[config.mk]
export PLATFORM = sky130hd
export DESIGN_NAME = gpio_atr_top
export DESIGN_NICKNAME = d
export VERILOG_FILES = /design/src/rtl/gpio_atr_pkg.sv /design/src/rtl/gpio_regfile.sv /design/src/rtl/gpio_atr_ctrl.sv /design/src/rtl/gpio_pin_mux.sv /design/src/rtl/gpio_in_sync.sv /design/src/rtl/gpio_atr_top.sv
export SDC_FILE = /design/constraint.sdc
export NUM_CORES = 1
export LEC_CHECK = 0
export ABC_AREA = 1
export ABC_CLOCK_PERIOD_IN_PS = 1190
export BUFFER_PORTS_ARGS = -buffer_cell sky130_fd_sc_hd__buf_4
export CAP_MARGIN = 25
export CORE_UTILIZATION = 33
export CTS_CLUSTER_DIAMETER = 200
export CTS_CLUSTER_SIZE = 30
export DETAILED_ROUTE_END_ITERATION = 7
export GPL_ROUTABILITY_DRIVEN = 0
export HOLD_SLACK_MARGIN = 0.05
export PLACE_DENSITY = 0.59
export SLEW_MARGIN = 20
export SYNTH_ARGS = -nofsm -noshare
export SYNTH_HDL_FRONTEND = slang
export SYNTH_SLANG_ARGS = --single-unit
[constraint.sdc]
create_clock -name clk_i -period 1.19 [get_ports clk_i]
set_input_delay 0 -clock clk_i [delete_from_list [all_inputs] [get_ports clk_i]]
set_output_delay 0 -clock clk_i [all_outputs]
set_load 0.05 [all_outputs]
[src/rtl/gpio_atr_pkg.sv]
package gpio_atr_pkg;
  localparam int ADDR_W = 3;

  localparam logic [ADDR_W-1:0] A_IO     = 3'd0;
  localparam logic [ADDR_W-1:0] A_DIR    = 3'd1;
  localparam logic [ADDR_W-1:0] A_SEL_TX = 3'd2;
  localparam logic [ADDR_W-1:0] A_SEL_RX = 3'd3;

  typedef enum logic [1:0] {
    SRC_SW   = 2'd0,
    SRC_ATR  = 2'd1,
    SRC_DBG0 = 2'd2,
    SRC_DBG1 = 2'd3
  } src_sel_e;

  // encoded as {run_tx, run_rx}
  typedef enum logic [1:0] {
    ST_IDLE   = 2'b00,
    ST_RXONLY = 2'b01,
    ST_TXONLY = 2'b10,
    ST_FULL   = 2'b11
  } radio_st_e;

  localparam int N_STATES = 4;
endpackage

[src/rtl/gpio_regfile.sv]
module gpio_regfile
  import gpio_atr_pkg::*;
#(
  parameter int SIDE_W = 16,
  localparam int DATA_W = 2 * SIDE_W
) (
  input  logic                              clk_i,
  input  logic                              rst_ni,
  input  logic                              we_i,
  input  logic [ADDR_W-1:0]                 addr_i,
  input  logic [DATA_W-1:0]                 wdata_i,
  output logic [DATA_W-1:0]                 io_o,
  output logic [DATA_W-1:0]                 dir_o,
  output logic [DATA_W-1:0]                 sel_tx_o,
  output logic [DATA_W-1:0]                 sel_rx_o,
  output logic [N_STATES-1:0][DATA_W-1:0]   atr_o
);
  logic [DATA_W-1:0]               io_q, dir_q, sel_tx_q, sel_rx_q;
  logic [N_STATES-1:0][DATA_W-1:0] atr_q;

  always_ff @(posedge clk_i or negedge rst_ni) begin
    if (!rst_ni) begin
      io_q     <= '0;
      dir_q    <= '0;
      sel_tx_q <= '0;
      sel_rx_q <= '0;
    end else if (we_i) begin
      unique case (addr_i)
        A_IO:     io_q     <= wdata_i;
        A_DIR:    dir_q    <= wdata_i;
        A_SEL_TX: sel_tx_q <= wdata_i;
        A_SEL_RX: sel_rx_q <= wdata_i;
        default: ;
      endcase
    end
  end

  for (genvar s = 0; s < N_STATES; s++) begin : g_atr
    always_ff @(posedge clk_i or negedge rst_ni) begin
      if (!rst_ni)
        atr_q[s] <= '0;
      else if (we_i && addr_i[ADDR_W-1] && (addr_i[1:0] == 2'(s)))
        atr_q[s] <= wdata_i;
    end
  end

  assign io_o     = io_q;
  assign dir_o    = dir_q;
  assign sel_tx_o = sel_tx_q;
  assign sel_rx_o = sel_rx_q;
  assign atr_o    = atr_q;


  regs_hold_chk: assert property (@(posedge clk_i) disable iff (!rst_ni)
    !we_i |=> ($stable(io_q) && $stable(dir_q) && $stable(sel_tx_q)
               && $stable(sel_rx_q) && $stable(atr_q)));
endmodule

[src/rtl/gpio_atr_ctrl.sv]
module gpio_atr_ctrl
  import gpio_atr_pkg::*;
#(
  parameter int SIDE_W = 16,
  localparam int DATA_W = 2 * SIDE_W
) (
  input  logic                            clk_i,
  input  logic                            rst_ni,
  input  logic                            run_tx_i,
  input  logic                            run_rx_i,
  input  logic [N_STATES-1:0][DATA_W-1:0] atr_i,
  output logic [SIDE_W-1:0]               atr_tx_o,
  output logic [SIDE_W-1:0]               atr_rx_o
);
  radio_st_e   state_q;
  logic [1:0]  word_idx;
  logic [DATA_W-1:0] word;

  always_ff @(posedge clk_i or negedge rst_ni) begin
    if (!rst_ni) state_q <= ST_IDLE;
    else         state_q <= radio_st_e'({run_tx_i, run_rx_i});
  end

  // table order: idle, tx-only, rx-only, full
  always_comb begin
    unique case (state_q)
      ST_IDLE:   word_idx = 2'd0;
      ST_TXONLY: word_idx = 2'd1;
      ST_RXONLY: word_idx = 2'd2;
      default:   word_idx = 2'd3;
    endcase
  end

  assign word     = atr_i[word_idx];
  assign atr_tx_o = word[SIDE_W-1:0];
  assign atr_rx_o = word[DATA_W-1:SIDE_W];


  state_hold_chk: assert property (@(posedge clk_i) disable iff (!rst_ni)
    $stable({run_tx_i, run_rx_i}) |=> $stable(state_q));
endmodule

[src/rtl/gpio_pin_mux.sv]
module gpio_pin_mux
  import gpio_atr_pkg::*;
#(
  parameter int SIDE_W = 16,
  localparam int DATA_W = 2 * SIDE_W
) (
  input  logic [DATA_W-1:0] io_i,
  input  logic [DATA_W-1:0] dir_i,
  input  logic [DATA_W-1:0] sel_tx_i,
  input  logic [DATA_W-1:0] sel_rx_i,
  input  logic [SIDE_W-1:0] atr_tx_i,
  input  logic [SIDE_W-1:0] atr_rx_i,
  input  logic [DATA_W-1:0] dbg0_i,
  input  logic [DATA_W-1:0] dbg1_i,
  output logic [DATA_W-1:0] out_o
);
  for (genvar p = 0; p < DATA_W; p++) begin : g_pin
    localparam int IDX = p % SIDE_W;
    src_sel_e sel;
    logic     atr_bit;
    logic     val;

    if (p >= SIDE_W) begin : g_tx
      assign sel     = src_sel_e'(sel_tx_i[2*IDX +: 2]);
      assign atr_bit = atr_tx_i[IDX];
    end else begin : g_rx
      assign sel     = src_sel_e'(sel_rx_i[2*IDX +: 2]);
      assign atr_bit = atr_rx_i[IDX];
    end

    always_comb begin
      unique case (sel)
        SRC_SW:   val = io_i[p];
        SRC_ATR:  val = atr_bit;
        SRC_DBG0: val = dbg0_i[p];
        default:  val = dbg1_i[p];
      endcase
    end

    assign out_o[p] = dir_i[p] & val;
  end
endmodule

[src/rtl/gpio_in_sync.sv]
module gpio_in_sync #(
  parameter int W = 32
) (
  input  logic         clk_i,
  input  logic         rst_ni,
  input  logic [W-1:0] d_i,
  output logic [W-1:0] q_o
);
  logic [W-1:0] meta_q, sync_q;

  always_ff @(posedge clk_i or negedge rst_ni) begin
    if (!rst_ni) begin
      meta_q <= '0;
      sync_q <= '0;
    end else begin
      meta_q <= d_i;
      sync_q <= meta_q;
    end
  end

  assign q_o = sync_q;
endmodule

[src/rtl/gpio_atr_top.sv]
module gpio_atr_top
  import gpio_atr_pkg::*;
#(
  parameter int SIDE_W = 16,
  localparam int DATA_W = 2 * SIDE_W
) (
  input  logic              clk_i,
  input  logic              rst_ni,
  input  logic              bus_we_i,
  input  logic [ADDR_W-1:0] bus_addr_i,
  input  logic [DATA_W-1:0] bus_wdata_i,
  output logic [DATA_W-1:0] bus_rdata_o,
  input  logic              run_tx_i,
  input  logic              run_rx_i,
  input  logic [DATA_W-1:0] dbg0_i,
  input  logic [DATA_W-1:0] dbg1_i,
  input  logic [DATA_W-1:0] pad_in_i,
  output logic [DATA_W-1:0] pad_out_o,
  output logic [DATA_W-1:0] pad_oe_o
);
  logic [DATA_W-1:0]               io_r, dir_r, sel_tx_r, sel_rx_r, in_sync;
  logic [N_STATES-1:0][DATA_W-1:0] atr_r;
  logic [SIDE_W-1:0]               atr_tx, atr_rx;

  gpio_regfile #(.SIDE_W(SIDE_W)) u_regs (
    .clk_i, .rst_ni,
    .we_i     (bus_we_i),
    .addr_i   (bus_addr_i),
    .wdata_i  (bus_wdata_i),
    .io_o     (io_r),
    .dir_o    (dir_r),
    .sel_tx_o (sel_tx_r),
    .sel_rx_o (sel_rx_r),
    .atr_o    (atr_r)
  );

  gpio_atr_ctrl #(.SIDE_W(SIDE_W)) u_atr (
    .clk_i, .rst_ni,
    .run_tx_i, .run_rx_i,
    .atr_i    (atr_r),
    .atr_tx_o (atr_tx),
    .atr_rx_o (atr_rx)
  );

  gpio_pin_mux #(.SIDE_W(SIDE_W)) u_mux (
    .io_i     (io_r),
    .dir_i    (dir_r),
    .sel_tx_i (sel_tx_r),
    .sel_rx_i (sel_rx_r),
    .atr_tx_i (atr_tx),
    .atr_rx_i (atr_rx),
    .dbg0_i, .dbg1_i,
    .out_o    (pad_out_o)
  );

  gpio_in_sync #(.W(DATA_W)) u_sync (
    .clk_i, .rst_ni,
    .d_i (pad_in_i),
    .q_o (in_sync)
  );

  assign pad_oe_o = dir_r;

  always_comb begin
    unique case (bus_addr_i)
      A_IO:     bus_rdata_o = (pad_oe_o & pad_out_o) | (~pad_oe_o & in_sync);
      A_DIR:    bus_rdata_o = dir_r;
      A_SEL_TX: bus_rdata_o = sel_tx_r;
      A_SEL_RX: bus_rdata_o = sel_rx_r;
      default:  bus_rdata_o = atr_r[bus_addr_i[1:0]];
    endcase
  end


  oe_hold_chk: assert property (@(posedge clk_i) disable iff (!rst_ni)
    !(bus_we_i && bus_addr_i == A_DIR) |=> $stable(pad_oe_o));


  input_low_chk: assert property (@(posedge clk_i) disable iff (!rst_ni)
    (pad_out_o & ~pad_oe_o) == '0);


  sync_in_chk: assert property (@(posedge clk_i) disable iff (!rst_ni)
    $stable(pad_in_i) |=> ##1 ((bus_addr_i != A_IO) ||
      (((bus_rdata_o ^ $past(pad_in_i, 2)) & ~pad_oe_o) == '0)));
endmodule

==> results of run 1 <==
==> layer usage <==
layer | vias up | global-route usage, %
met5 | - | 0
met1 | 7986 | 37.9
met4 | 0 | 12.6
met2 | 807 | 45.4
met3 | 153 | 3.42
li1 | 7380 | -
==> kinds of logic (layout without fill, tap and decap cells) <==
group / count (synthesis) / after routing / share of synthesized area, %
DFF: 322 / 322 / 52.6
AOI/OAI and AO/OA: 460 / 460 / 17.4
buffers and inverters: 262 / 854 / 6.83
and+or+nand+nor: 842 / 842 / 23.1
==> path summary, 6_finish.rpt <==
check                                  start            endpoint  slack (ns)  depth (start not counted)
setup / recovery            u_atr.state_q[1]     bus_rdata_o[23]       -1.09                         11
hold / removal                        rst_ni  u_regs.sel_tx_o[4]        0.05                          3
setup reg to reg             u_regs.dir_o[6]     u_regs.dir_o[6]        0.17                          4
hold reg to reg            u_sync.meta_q[21]      u_sync.q_o[21]        0.35                          0
max in group asynchronous             rst_ni     u_regs.dir_o[5]        0.27                          3
min in group clk_i               pad_in_i[6]    u_sync.meta_q[6]        0.11                          2
==> layout make-up <==
class                           instances  area, um^2  area share [%]
Inverter                              167         637            2.59
Tap cell                              600         751            3.06
Clock buffer                           19         390            1.59
Timing Repair Buffer                  667        6600            26.9
Sequential cell                       322        8080            32.9
Multi-Input combinational cell       1302        8100            33.0
Clock inverter                          1        8.76          0.0356
==> critical path: cells and delay by family, from the launching register on <==
kind | cells | cell delay, ns
buffers and inverters | 4 | 0.62
and+or+nand+nor | 7 | 0.65
DFF | 1 | 0.47
==> report_power, final <==
group          internal (uW)  switching, uW  total, uW
sequential             12700           1450      14200
combinational           6910           8660      15600
clock                   2360           3720       6090
total                  22000          13800      35800
==> flip-flops by register name, indices dropped and copies added (netlist names) <==
name / flops
u_sync.meta_q: 32
u_sync.q_o: 32
u_regs.sel_tx_o: 32
u_regs.io_o: 32
u_regs.atr_o: 128
u_atr.state_q: 2
u_regs.sel_rx_o: 32
u_regs.dir_o: 32
==> stage by stage <==
stage	hold slack, ns	TNS [ns]	util (%)	setup slack, ns
6_report	0.0533	-64.56	53.9	-1.09
5_1_grt	0.0810	-68.38	53.9	-1.14
4_1_cts	0.0663	-63.17	52.2	-1.06
3_5_place_dp	-0.163	-56.74	46.8	-0.560
3_3_place_gp	-0.161	-53.19	46.8	-0.545
2_1_floorplan	-0.296	-12.55	-	-0.294
==> what timing repair did <==
item,CTS,global route
resized for setup,282,162
setup endpoints to repair,92,94
endpoints found under the hold margin,612,0
pin swaps,48,61
setup buffers,19,11
hold buffers,69,0
cloned,6,3
==> placed cells by master (no fill, tap or decap), drive strengths merged, types with 21 or more instances in the layout <==
cell type,Yosys,routed
buf,53,596
inv,166,166
nor2,93,93
dfrtp,322,322
or2,52,52
a21oi,72,72
nand2,543,543
nand3,143,143
o211ai,47,47
o21ai,265,265
dlygate4sd3,0,69
clkbuf,42,21
==> out/results.env, run 1 <==
INSTANCES_NO_FILL=3078
NUMBER_OF_GLOBAL_ROUTE_VIAS_BEFORE_REPAIR=16000
NETLIST.TOP_CELL.BY_AREA='sky130_fd_sc_hd__dfrtp_1'
FINALWORSTSETUPSLACK_NS=-1.09
CRIT_FANOUT=10
POSTSYNTHNETCOUNT=2022
SYNTHESIS.AREA_UM2=15300
VIOLATIONS='setup timing'
MAX-CLOCK-PATH-BUFFERS=3
MAX_SLEW_MARGIN_PCT=49.3
HOLDCRITPATHCLASS='in -> async'
DIE_HEIGHT_UM=217
POWERDENSITY_nW_PER_UM2=1460
LEAKAGE_POWER_uW=0.0115
GRT_PASS1_WL_MM=99.9
ROUTE.DETAILED.VIAS_PER_INST=5.30
POST_ROUTE_CELLS_DRIVE_ABOVE_1_SHARE_PCT=41.4
TIMING.FINAL.HOLD_VIOLATIONS=0
GR-TOTAL-OVERFLOW=0
GRT_ANTENNA_BEFORE_REPAIR=0
IO_PINS=232
CRITPATHSLOWESTCELL='sky130_fd_sc_hd__dfrtp_2'
CRITICAL_PATH_ARRIVAL_NS=2.28
SYNTHTOLAYOUTAREAGROWTH_PCT=60.5
TOTAL_VIA_COUNT_AFTER_DETAILED_ROUTING=16300
TIMING.FINAL.CRIT_PERIOD_NS=2.28
POST_DP_CELL_AREA_UM2=21300
PORT_BUFFERS=231
SYNTH-EDFF-COUNT=0
DP_HPWL_MM=47.1
POST-ROUTE-PERIOD-UTIL_PCT=192
WORST_PATH_LARGEST_CELL_DELAY_NS=0.47
FIN_NETS=2610
TRITONCTS='yes'
OUTCOME='finished with violations'
ROUTE.LAYER.MET1.WL_MM=27.8
SYNTH_AREA_LEADERS='sky130_fd_sc_hd__dfrtp_1 (53%), sky130_fd_sc_hd__nand2_1 (13%), sky130_fd_sc_hd__o21ai_0 (6.1%)'
WL_PER_CELL_UM=22.0
HTREE_LEVELS=1
CLKSINKCOUNT=322
INITIAL_CORE_UTIL_PCT=33.6
SYNTHMOSTINSTANTIATEDCELL='sky130_fd_sc_hd__nand2_1'
TOTAL_POWER_DRAW_uW=35800
WORST_EP_REQUIRED_TIME_NS=1.19
ROUTED-WL-MET2_MM=31.4
CP_COMMON_CELL='sky130_fd_sc_hd__nand3_2'
FFS_LATCHES_SYNTH=322
GRT_START_MAX_NET_PINS=73
ANTENNA_LEFT=0
DP_CELLS=2956
TIMING.SETUP.CRITICAL_PATH_CLASS='reg -> out'
SYNTH_TOP_FLOP_CELL='sky130_fd_sc_hd__dfrtp_1'
MAX_CAP_VIOL_COUNT=0
RSZ0062_AT_GRT='true'
NUMBER_OF_ITERATIONS_IN_THE_FIRST_DETAILED_ROUTING_PASS=6
PEAKVDDDROP_mV=1.22
SYNTH-ASYNC-RESET-RATIO_PCT=100
DESIGN.DIE.AREA_UM2=47300
SYNTH-WARNING-COUNT=0
INSERTEDDIODECOUNT=0
FINAL_AREA_UM2=24600
WIRELENGTH_MM=67.8
CLOCK_SKEW_NS=0.0107
SYN_INST=1886
CP-START-KIND='register'
TRITONCTS_BUFFER_COUNT=14
TIMING.CRITICAL_PATH.TO_TYPE='output port'
ROUTE.DETAILED.DRC=0
SYNTH_TOP_AREA_SHARE_PCT=52.6
SETUP_VIOL=81
PATH_CLK_SLEW_NS=0.13
SYNTH_CELL_TYPES=31
MET3WIRELENGTH_MM=5.08
PLACEABLECOREAREA_UM2=45600
DETAILEDROUTE.FIRSTITERATIONVIOLATIONS=1677
FILLERINSTANCES=4085
SYNTH.YOSYS.SEQ_AREA_SHARE_PCT=52.6
FINALMAXSLEWVIOLATIONS=0
POST_SYNTH.CELL_AREA_AVG_UM2=8.12
CLK-INSERTION-DELAY-LATE_NS=0.52
HIGHEST-SIGNAL-LAYER='met4'
TIMING.CRITICAL_PATH.CELLS='buf_12 > buf_16 > buf_4 > nand2_2 > nand3_2 > nand3_2 > nand2_4 > nand3_1 > nand3_2 > nand3_4 > buf_8'
WORST_SLEW_PIN_SLEW_NS=0.756
ROWS=78
NETLIST_TOP_CELLS_COUNT='sky130_fd_sc_hd__nand2_1 (534), sky130_fd_sc_hd__dfrtp_1 (322), sky130_fd_sc_hd__o21ai_0 (187), sky130_fd_sc_hd__inv_1 (156), sky130_fd_sc_hd__nand3_1 (143)'
GRT_USAGE_PCT=28.2
FMAX_MHz=438
CLK_ROOT_BUFFER_CELL='sky130_fd_sc_hd__clkbuf_16'
CHIPWIDTH_UM=217
No activity file was read; power rests on OpenSTA's default activity.
==> run 2: changes to the inputs <==
--- a/config.mk
+++ b/config.mk
@@ -6,7 +6,7 @@
 export NUM_CORES = 1
 export LEC_CHECK = 0
 export ABC_AREA = 1
-export ABC_CLOCK_PERIOD_IN_PS = 1190
+export ABC_CLOCK_PERIOD_IN_PS = 2320
 export BUFFER_PORTS_ARGS = -buffer_cell sky130_fd_sc_hd__buf_4
 export CAP_MARGIN = 25
 export CORE_UTILIZATION = 33
@@ -15,7 +15,7 @@
 export DETAILED_ROUTE_END_ITERATION = 7
 export GPL_ROUTABILITY_DRIVEN = 0
 export HOLD_SLACK_MARGIN = 0.05
-export PLACE_DENSITY = 0.59
+export PLACE_DENSITY = 0.57
 export SLEW_MARGIN = 20
 export SYNTH_ARGS = -nofsm -noshare
 export SYNTH_HDL_FRONTEND = slang
==> constraint.sdc (replaced) <==
create_clock -name clk_i -period 2.32 [get_ports clk_i]
set_input_delay 0 -clock clk_i [delete_from_list [all_inputs] [get_ports clk_i]]
set_output_delay 0 -clock clk_i [all_outputs]
set_load 0.05 [all_outputs]
==> run 2 against run 1 <==
- the flow now finishes without violations
- total power is 56% lower
- via count decreased by 9.0%
- cell area decreased by 20%
- clock power is 50% lower
- critical path type unchanged
- largest power group is now registers
==> out/results.env, run 2 (same netlist as run 1, synthesis figures left out) <==
OUTCOME='finished, final reports clean'
TIMING.FINAL.HOLD_VIOLATIONS=0
FINALMAXSLEWVIOLATIONS=0
GRT_ANTENNA_BEFORE_REPAIR=0
MAX-CLOCK-PATH-BUFFERS=3
INITIAL_CORE_UTIL_PCT=33.6
NUMBER_OF_GLOBAL_ROUTE_VIAS_BEFORE_REPAIR=14100
CRIT_FANOUT=19
CLOCKPOWERSHARE_PCT=19.4
GRT_USAGE_PCT=25.8
PLACE_WORST_SETUP_SLACK_NS=0.388
GRT_PASS1_WL_MM=91.0
FIN_NETS=2308
WL_PER_CELL_UM=22.5
DESIGN.DIE.AREA_UM2=47300
CLOCK_SKEW_NS=0.0207
RSZ0062_AT_GRT='true'
POST_ROUTE_CELLS_DRIVE_ABOVE_1_SHARE_PCT=22.9
HTREE_LEVELS=1
DETAILEDROUTE.FIRSTITERATIONVIOLATIONS=1685
NUMBER_OF_ITERATIONS_IN_THE_FIRST_DETAILED_ROUTING_PASS=6
CLKSINKCOUNT=322
TOTAL_VIA_COUNT_AFTER_DETAILED_ROUTING=14900
RELATIVE_CONTRIBUTION_OF_COMBINATIONAL_CELLS_TO_TOTAL_POWER_PCT=33.7
SEQ_AREA_UM2=8060
WORST_EP_REQUIRED_TIME_NS=2.32
POWERDENSITY_nW_PER_UM2=792
MOST-COMMON-LAYOUT-CELLS='sky130_fd_sc_hd__nand2_1 (497), sky130_fd_sc_hd__dfrtp_1 (320), sky130_fd_sc_hd__buf_4 (244)'
MAX_CAP_VIOL_COUNT=0
MAX_SLEW_MARGIN_PCT=40.3
FILLERINSTANCES=4508
WORST_SLEW_PIN_SLEW_NS=0.888
PORT_BUFFERS=231
PEAKVDDDROP_mV=0.786
LAYOUT.CELLS.MOST_COMMON='sky130_fd_sc_hd__nand2_1'
MULTI_INPUT_AREA_UM2=6600
FINISH.UTILIZATION_PCT=43.3
POWER_FRAC_SEQ_PCT=46.9
WIRELENGTH_MM=62.3
ROUTE.DETAILED.DRC=0
ROWS=78
FMAX_MHz=442
HOLDCRITPATHCLASS='in -> reg'
PLACEABLECOREAREA_UM2=45600
CELLINTERNALPOWER_uW=9540
CLK_ROOT_BUFFER_CELL='sky130_fd_sc_hd__clkbuf_16'
LARGEST_REGISTER_FFS=128
INSERTEDDIODECOUNT=0
PATH_CLK_SLEW_NS=0.12
CRITICAL_PATH_ARRIVAL_NS=2.26
CP-START-KIND='register'
GR-TOTAL-OVERFLOW=0
DP_HPWL_MM=42.6
ROUTE.DETAILED.VIAS_PER_INST=5.36
LEAKAGE_POWER_uW=0.00926
SWSHARE_PCT=39.0
ANTENNA_LEFT=0
TRITONCTS_BUFFER_COUNT=14
CLK-INSERTION-DELAY-LATE_NS=0.53
FINALWORSTSETUPSLACK_NS=0.0578
TRITONCTS='yes'
SETUP_VIOL=0
REPORTED_NET_SWITCHING_POWER_uW=6110
TIMING.FINAL.CRIT_PERIOD_NS=2.26
TIMING.SETUP.CRITICAL_PATH_CLASS='reg -> out'
GRT_START_MAX_NET_PINS=70
POST-ROUTE-PERIOD-UTIL_PCT=97.5
SYNTHTOLAYOUTAREAGROWTH_PCT=29.0
IO_PINS=232
CHIPWIDTH_UM=217
TIMING.CRITICAL_PATH.TO_TYPE='output port'
DIE_HEIGHT_UM=217
[run 2: changes by cell type in the layout (fill, tap and decap cells not counted), sizes merged]
cell | before | now
clkinv | 2 | 1
clkbuf | 21 | 20
clkinvlp | 0 | 1
buf | 596 | 291
dlygate4sd3 | 69 | 70
[run 2: path summary, 6_finish.rpt]
check | end | slack, ns | depth (start not counted) | start
max in group asynchronous | u_regs.sel_tx_o[30] | 0.57 | 4 | rst_ni
setup / recovery | bus_rdata_o[26] | 0.06 | 11 | u_atr.state_q[1]
min in group asynchronous | u_regs.sel_rx_o[31] | 0.56 | 3 | rst_ni
setup reg to reg | u_regs.sel_rx_o[16] | 1.46 | 2 | u_regs.sel_rx_o[16]
hold / removal | u_sync.meta_q[24] | 0.11 | 2 | pad_in_i[24]
hold reg to reg | u_sync.q_o[28] | 0.33 | 0 | u_sync.meta_q[28]
[run 2: power groups by stage]
| stage | registers (uW) | logic, uW | clock network [uW] |
|---|---|---|---|
| 6_report | 7340 | 5270 | 3040 |
| 5_1_grt | 7450 | 5710 | 3280 |
| 4_1_cts | 7300 | 5030 | 3100 |
| 3_5_place_dp | 7390 | 4850 | 0 |
| 3_3_place_gp | 7380 | 4790 | 0 |
| 2_1_floorplan | 7500 | 2800 | 0 |
[run 2: routing by layer]
layer / vias up / global-route usage (%) / part of all wire, %
met2: 728 / 39.0 / 44
met1: 7247 / 37.0 / 43
met3: 115 / 4.72 / 9.2
li1: 6761 / - / -
met4: 0 / 8.87 / 3.5
met5: - / 0 / 0
[run 2: cell type report]
| cell class | count | share of cell area (%) |
|---|---|---|
| tap | 600 | 3.80 |
| inverter | 167 | 3.22 |
| timing repair buffer | 365 | 16.8 |
| clock buffer | 16 | 1.92 |
| clock inverter | 1 | 0.0443 |
| multi-input combinational | 1302 | 33.4 |
| sequential | 322 | 40.8 |
[run 2: stage by stage]
stage / power (uW) / setup TNS (ns) / cell area [um^2] / std cells / hold slack [ns]
floorplan: 10300 / 0 / 15300 / 1886 / -0.296
global placement: 12200 / 0 / 17900 / 2672 / -0.0135
detailed placement: 12200 / 0 / 17900 / 2672 / -0.0127
CTS: 15400 / -0.0213 / 19200 / 2765 / 0.102
global route: 16400 / -0.276 / 19800 / 2773 / 0.111
finish: 15700 / 0 / 19800 / 2773 / 0.115
[run 2: repair_timing]
item	4_1_cts	5_1_grt
setup endpoints to repair	33	47
resized for setup	37	110
gates cloned	1	5
hold buffers	70	0
pin swaps	1	26
buffers inserted	5	3
hold endpoints to repair	610	0
[run 2: worst max-delay path: stages, from the launching register on]
cell	delay, ns
sky130_fd_sc_hd__dfrtp_2	0.47
sky130_fd_sc_hd__clkinv_4	0.13
sky130_fd_sc_hd__buf_12	0.18
sky130_fd_sc_hd__nand2_1	0.09
sky130_fd_sc_hd__nand3_2	0.09
sky130_fd_sc_hd__nand2_4	0.07
sky130_fd_sc_hd__nand2_1	0.06
sky130_fd_sc_hd__nand2_1	0.06
sky130_fd_sc_hd__nand3_1	0.07
sky130_fd_sc_hd__nand3_1	0.08
sky130_fd_sc_hd__a21oi_2	0.23
sky130_fd_sc_hd__buf_6	0.19
==> run 3: changes to the inputs <==
--- a/config.mk
+++ b/config.mk
@@ -7,15 +7,15 @@
 export LEC_CHECK = 0
 export ABC_AREA = 1
 export ABC_CLOCK_PERIOD_IN_PS = 2320
-export BUFFER_PORTS_ARGS = -buffer_cell sky130_fd_sc_hd__buf_4
 export CAP_MARGIN = 25
 export CORE_UTILIZATION = 33
 export CTS_CLUSTER_DIAMETER = 200
 export CTS_CLUSTER_SIZE = 30
 export DETAILED_ROUTE_END_ITERATION = 7
+export DONT_BUFFER_PORTS = 1
 export GPL_ROUTABILITY_DRIVEN = 0
 export HOLD_SLACK_MARGIN = 0.05
-export PLACE_DENSITY = 0.57
+export PLACE_DENSITY = 0.53
 export SLEW_MARGIN = 20
 export SYNTH_ARGS = -nofsm -noshare
 export SYNTH_HDL_FRONTEND = slang
==> run 3 against run 2 <==
- maximum frequency fell by 4.9%
- global-route usage fell by 0.25 points
- register-to-register slack got worse by 0.39 ns
- routed wire length rose by 2.2%
- first-iteration DRC count fell by 6.2%
- the run now ends with hold timing, setup timing left
- combinational power fell by 9.3%
- sequential cell count did not move
- sequential power rose by 4.4%
- die area did not move
- total power fell by 0.75%
==> out/results.env, run 3 (same netlist as run 1, synthesis figures left out) <==
POWERDENSITY_nW_PER_UM2=806
INSTANCES_NO_FILL=2660
POST-ROUTE-PERIOD-UTIL_PCT=103
MAX-CLOCK-PATH-BUFFERS=3
DP_CELLS=2505
GRT_START_MAX_NET_PINS=323
HOLD-WORST-SLACK_NS=-0.851
DIE_HEIGHT_UM=217
SYNTHTOLAYOUTAREAGROWTH_PCT=25.9
FIN_NETS=2192
LEAKAGE_POWER_uW=0.00878
INITIAL_CORE_UTIL_PCT=33.6
FINALMAXSLEWVIOLATIONS=0
FINAL.SETUP.TNS_NS=-0.434
LAYOUT.CELLS.MOST_COMMON='sky130_fd_sc_hd__nand2_1'
WORST_EP_REQUIRED_TIME_NS=2.32
PORT_BUFFERS=0
OUTCOME='finished with violations'
TRITONCTS='yes'
TRITONCTS_BUFFER_COUNT=14
WL_PER_CELL_UM=23.9
RSZ0062_AT_GRT='true'
CHIPWIDTH_UM=217
CRIT_FANOUT=8
SETUP_VIOL=14
CLOCK_SKEW_NS=0.0132
TOTAL_VIA_COUNT_AFTER_DETAILED_ROUTING=14600
CRITICAL_PATH_ARRIVAL_NS=2.38
PLACEABLECOREAREA_UM2=45600
MOST-COMMON-LAYOUT-CELLS='sky130_fd_sc_hd__nand2_1 (491), sky130_fd_sc_hd__dfrtp_1 (321), sky130_fd_sc_hd__o21ai_0 (187)'
FILLERINSTANCES=4538
LARGEST_REGISTER_FFS=128
ANTENNA_LEFT=0
GR-TOTAL-OVERFLOW=0
POST_ROUTE_CELLS_DRIVE_ABOVE_1_SHARE_PCT=17.2
CLK-INSERTION-DELAY-LATE_NS=0.53
DESIGN.DIE.AREA_UM2=47300
GRT_ANTENNA_BEFORE_REPAIR=4
TIMING.SETUP.CRITICAL_PATH_CLASS='reg -> out'
GRT_USAGE_PCT=25.6
FINALWORSTSETUPSLACK_NS=-0.0594
FMAX_MHz=420
IO_PINS=232
NUMBER_OF_ITERATIONS_IN_THE_FIRST_DETAILED_ROUTING_PASS=6
CLK_ROOT_BUFFER_CELL='sky130_fd_sc_hd__clkbuf_16'
HTREE_LEVELS=1
VIOLATIONS='hold timing, setup timing'
ROUTE.DETAILED.VIAS_PER_INST=5.48
ROWS=78
TIMING.CRITICAL_PATH.TO_TYPE='output port'
CLKSINKCOUNT=322
MAX_SLEW_MARGIN_PCT=44.3
TIMING.FINAL.CRIT_PERIOD_NS=2.38
CP-START-KIND='register'
ROUTE.DETAILED.DRC=0
NUMBER_OF_GLOBAL_ROUTE_VIAS_BEFORE_REPAIR=13500
TIMING.FINAL.HOLD_VIOLATIONS=322
DETAILEDROUTE.FIRSTITERATIONVIOLATIONS=1580
DP_HPWL_MM=41.3
MAX_CAP_VIOL_COUNT=0
HOLDCRITPATHCLASS='in -> async'
WIRELENGTH_MM=63.7
PATH_CLK_SLEW_NS=0.12
PEAKVDDDROP_mV=0.531
GRT_PASS1_WL_MM=90.0
WORST_SLEW_PIN_SLEW_NS=0.836
run 3: cell types whose count changed in the layout (fill, tap and decap cells not counted), sizes merged:
cell | before | now
buf | 291 | 128
dlygate4sd3 | 70 | 115
clkinv | 1 | 0
diode | 0 | 3
clkinvlp | 1 | 0
inv | 166 | 168
clkbuf | 20 | 22
run 3: per-stage QoR:
step	utilization (%)	setup slack [ns]	total power (uW)	cell area [um^2]
final	42.3	-0.0594	15500	19300
after global routing	42.3	-0.131	16300	19300
after CTS	40.2	-0.0682	15100	18300
after detailed placement	36.8	0.475	11900	16800
after global placement	36.8	0.477	11800	16800
after floorplan	-	0.122	10300	15300
run 3: worst max-delay path: stages, from the launching register on:
cell	delay [ns]
sky130_fd_sc_hd__dfrtp_2	0.55
sky130_fd_sc_hd__buf_12	0.17
sky130_fd_sc_hd__clkbuf_16	0.18
sky130_fd_sc_hd__nand2_2	0.08
sky130_fd_sc_hd__nand3_1	0.11
sky130_fd_sc_hd__nand2_2	0.08
sky130_fd_sc_hd__nand2_1	0.06
sky130_fd_sc_hd__nand2_1	0.06
sky130_fd_sc_hd__nand3_1	0.06
sky130_fd_sc_hd__nand3_1	0.09
sky130_fd_sc_hd__a21oi_2	0.22
sky130_fd_sc_hd__buf_6	0.18
run 3: repair_timing:
item / CTS / global route
endpoints found under the setup margin: 17 / 43
resized for setup: 6 / 157
pin swaps: 0 / 54
cloned: 1 / 11
hold buffers: 114 / 1
buffers inserted: 0 / 8
hold endpoints to repair: 612 / 323
run 3: worst paths after layout:
check / from / cells past startpoint / slack [ns] / to
min reg2reg: u_sync.meta_q[29] / 0 / 0.35 / u_sync.q_o[29]
max: u_atr.state_q[1] / 11 / -0.06 / bus_rdata_o[18]
max reg2reg: u_regs.atr_o[114] / 3 / 1.07 / u_regs.atr_o[114]
min: rst_ni / 0 / -0.85 / u_regs.dir_o[31]
min in group clk_i: bus_we_i / 4 / 0.05 / u_regs.dir_o[16]
max in group asynchronous: rst_ni / 0 / 2.53 / u_regs.io_o[9]
run 3: per-layer routing:
metal / GRT usage [%] / routed length, um / share of wire [%] / vias to the layer above
li1: - / - / - / 6532
met1: 36.0 / 27200 / 43 / 7206
met2: 39.9 / 28400 / 45 / 712
met3: 4.84 / 5990 / 9.4 / 109
met4: 7.23 / 1970 / 3.1 / 6
met5: 0 / 28 / 0.044 / -
run 3: cell type report:
cell class	instances	area (um^2)	area share (%)
tap	600	751	3.90
sequential	322	8060	41.8
inverter	167	634	3.29
timing repair buffer	249	2710	14.1
clock buffer	16	379	1.97
antenna	3	7.51	0.0390
clock inverter	1	8.76	0.0454
multi-input combinational	1302	6720	34.9
run 3: power breakdown:
group / total, uW / internal [uW] / switching, uW
registers: 7660 / 6500 / 1170
clock network: 3090 / 1190 / 1900
logic: 4780 / 1800 / 2980
total: 15500 / 9490 / 6040
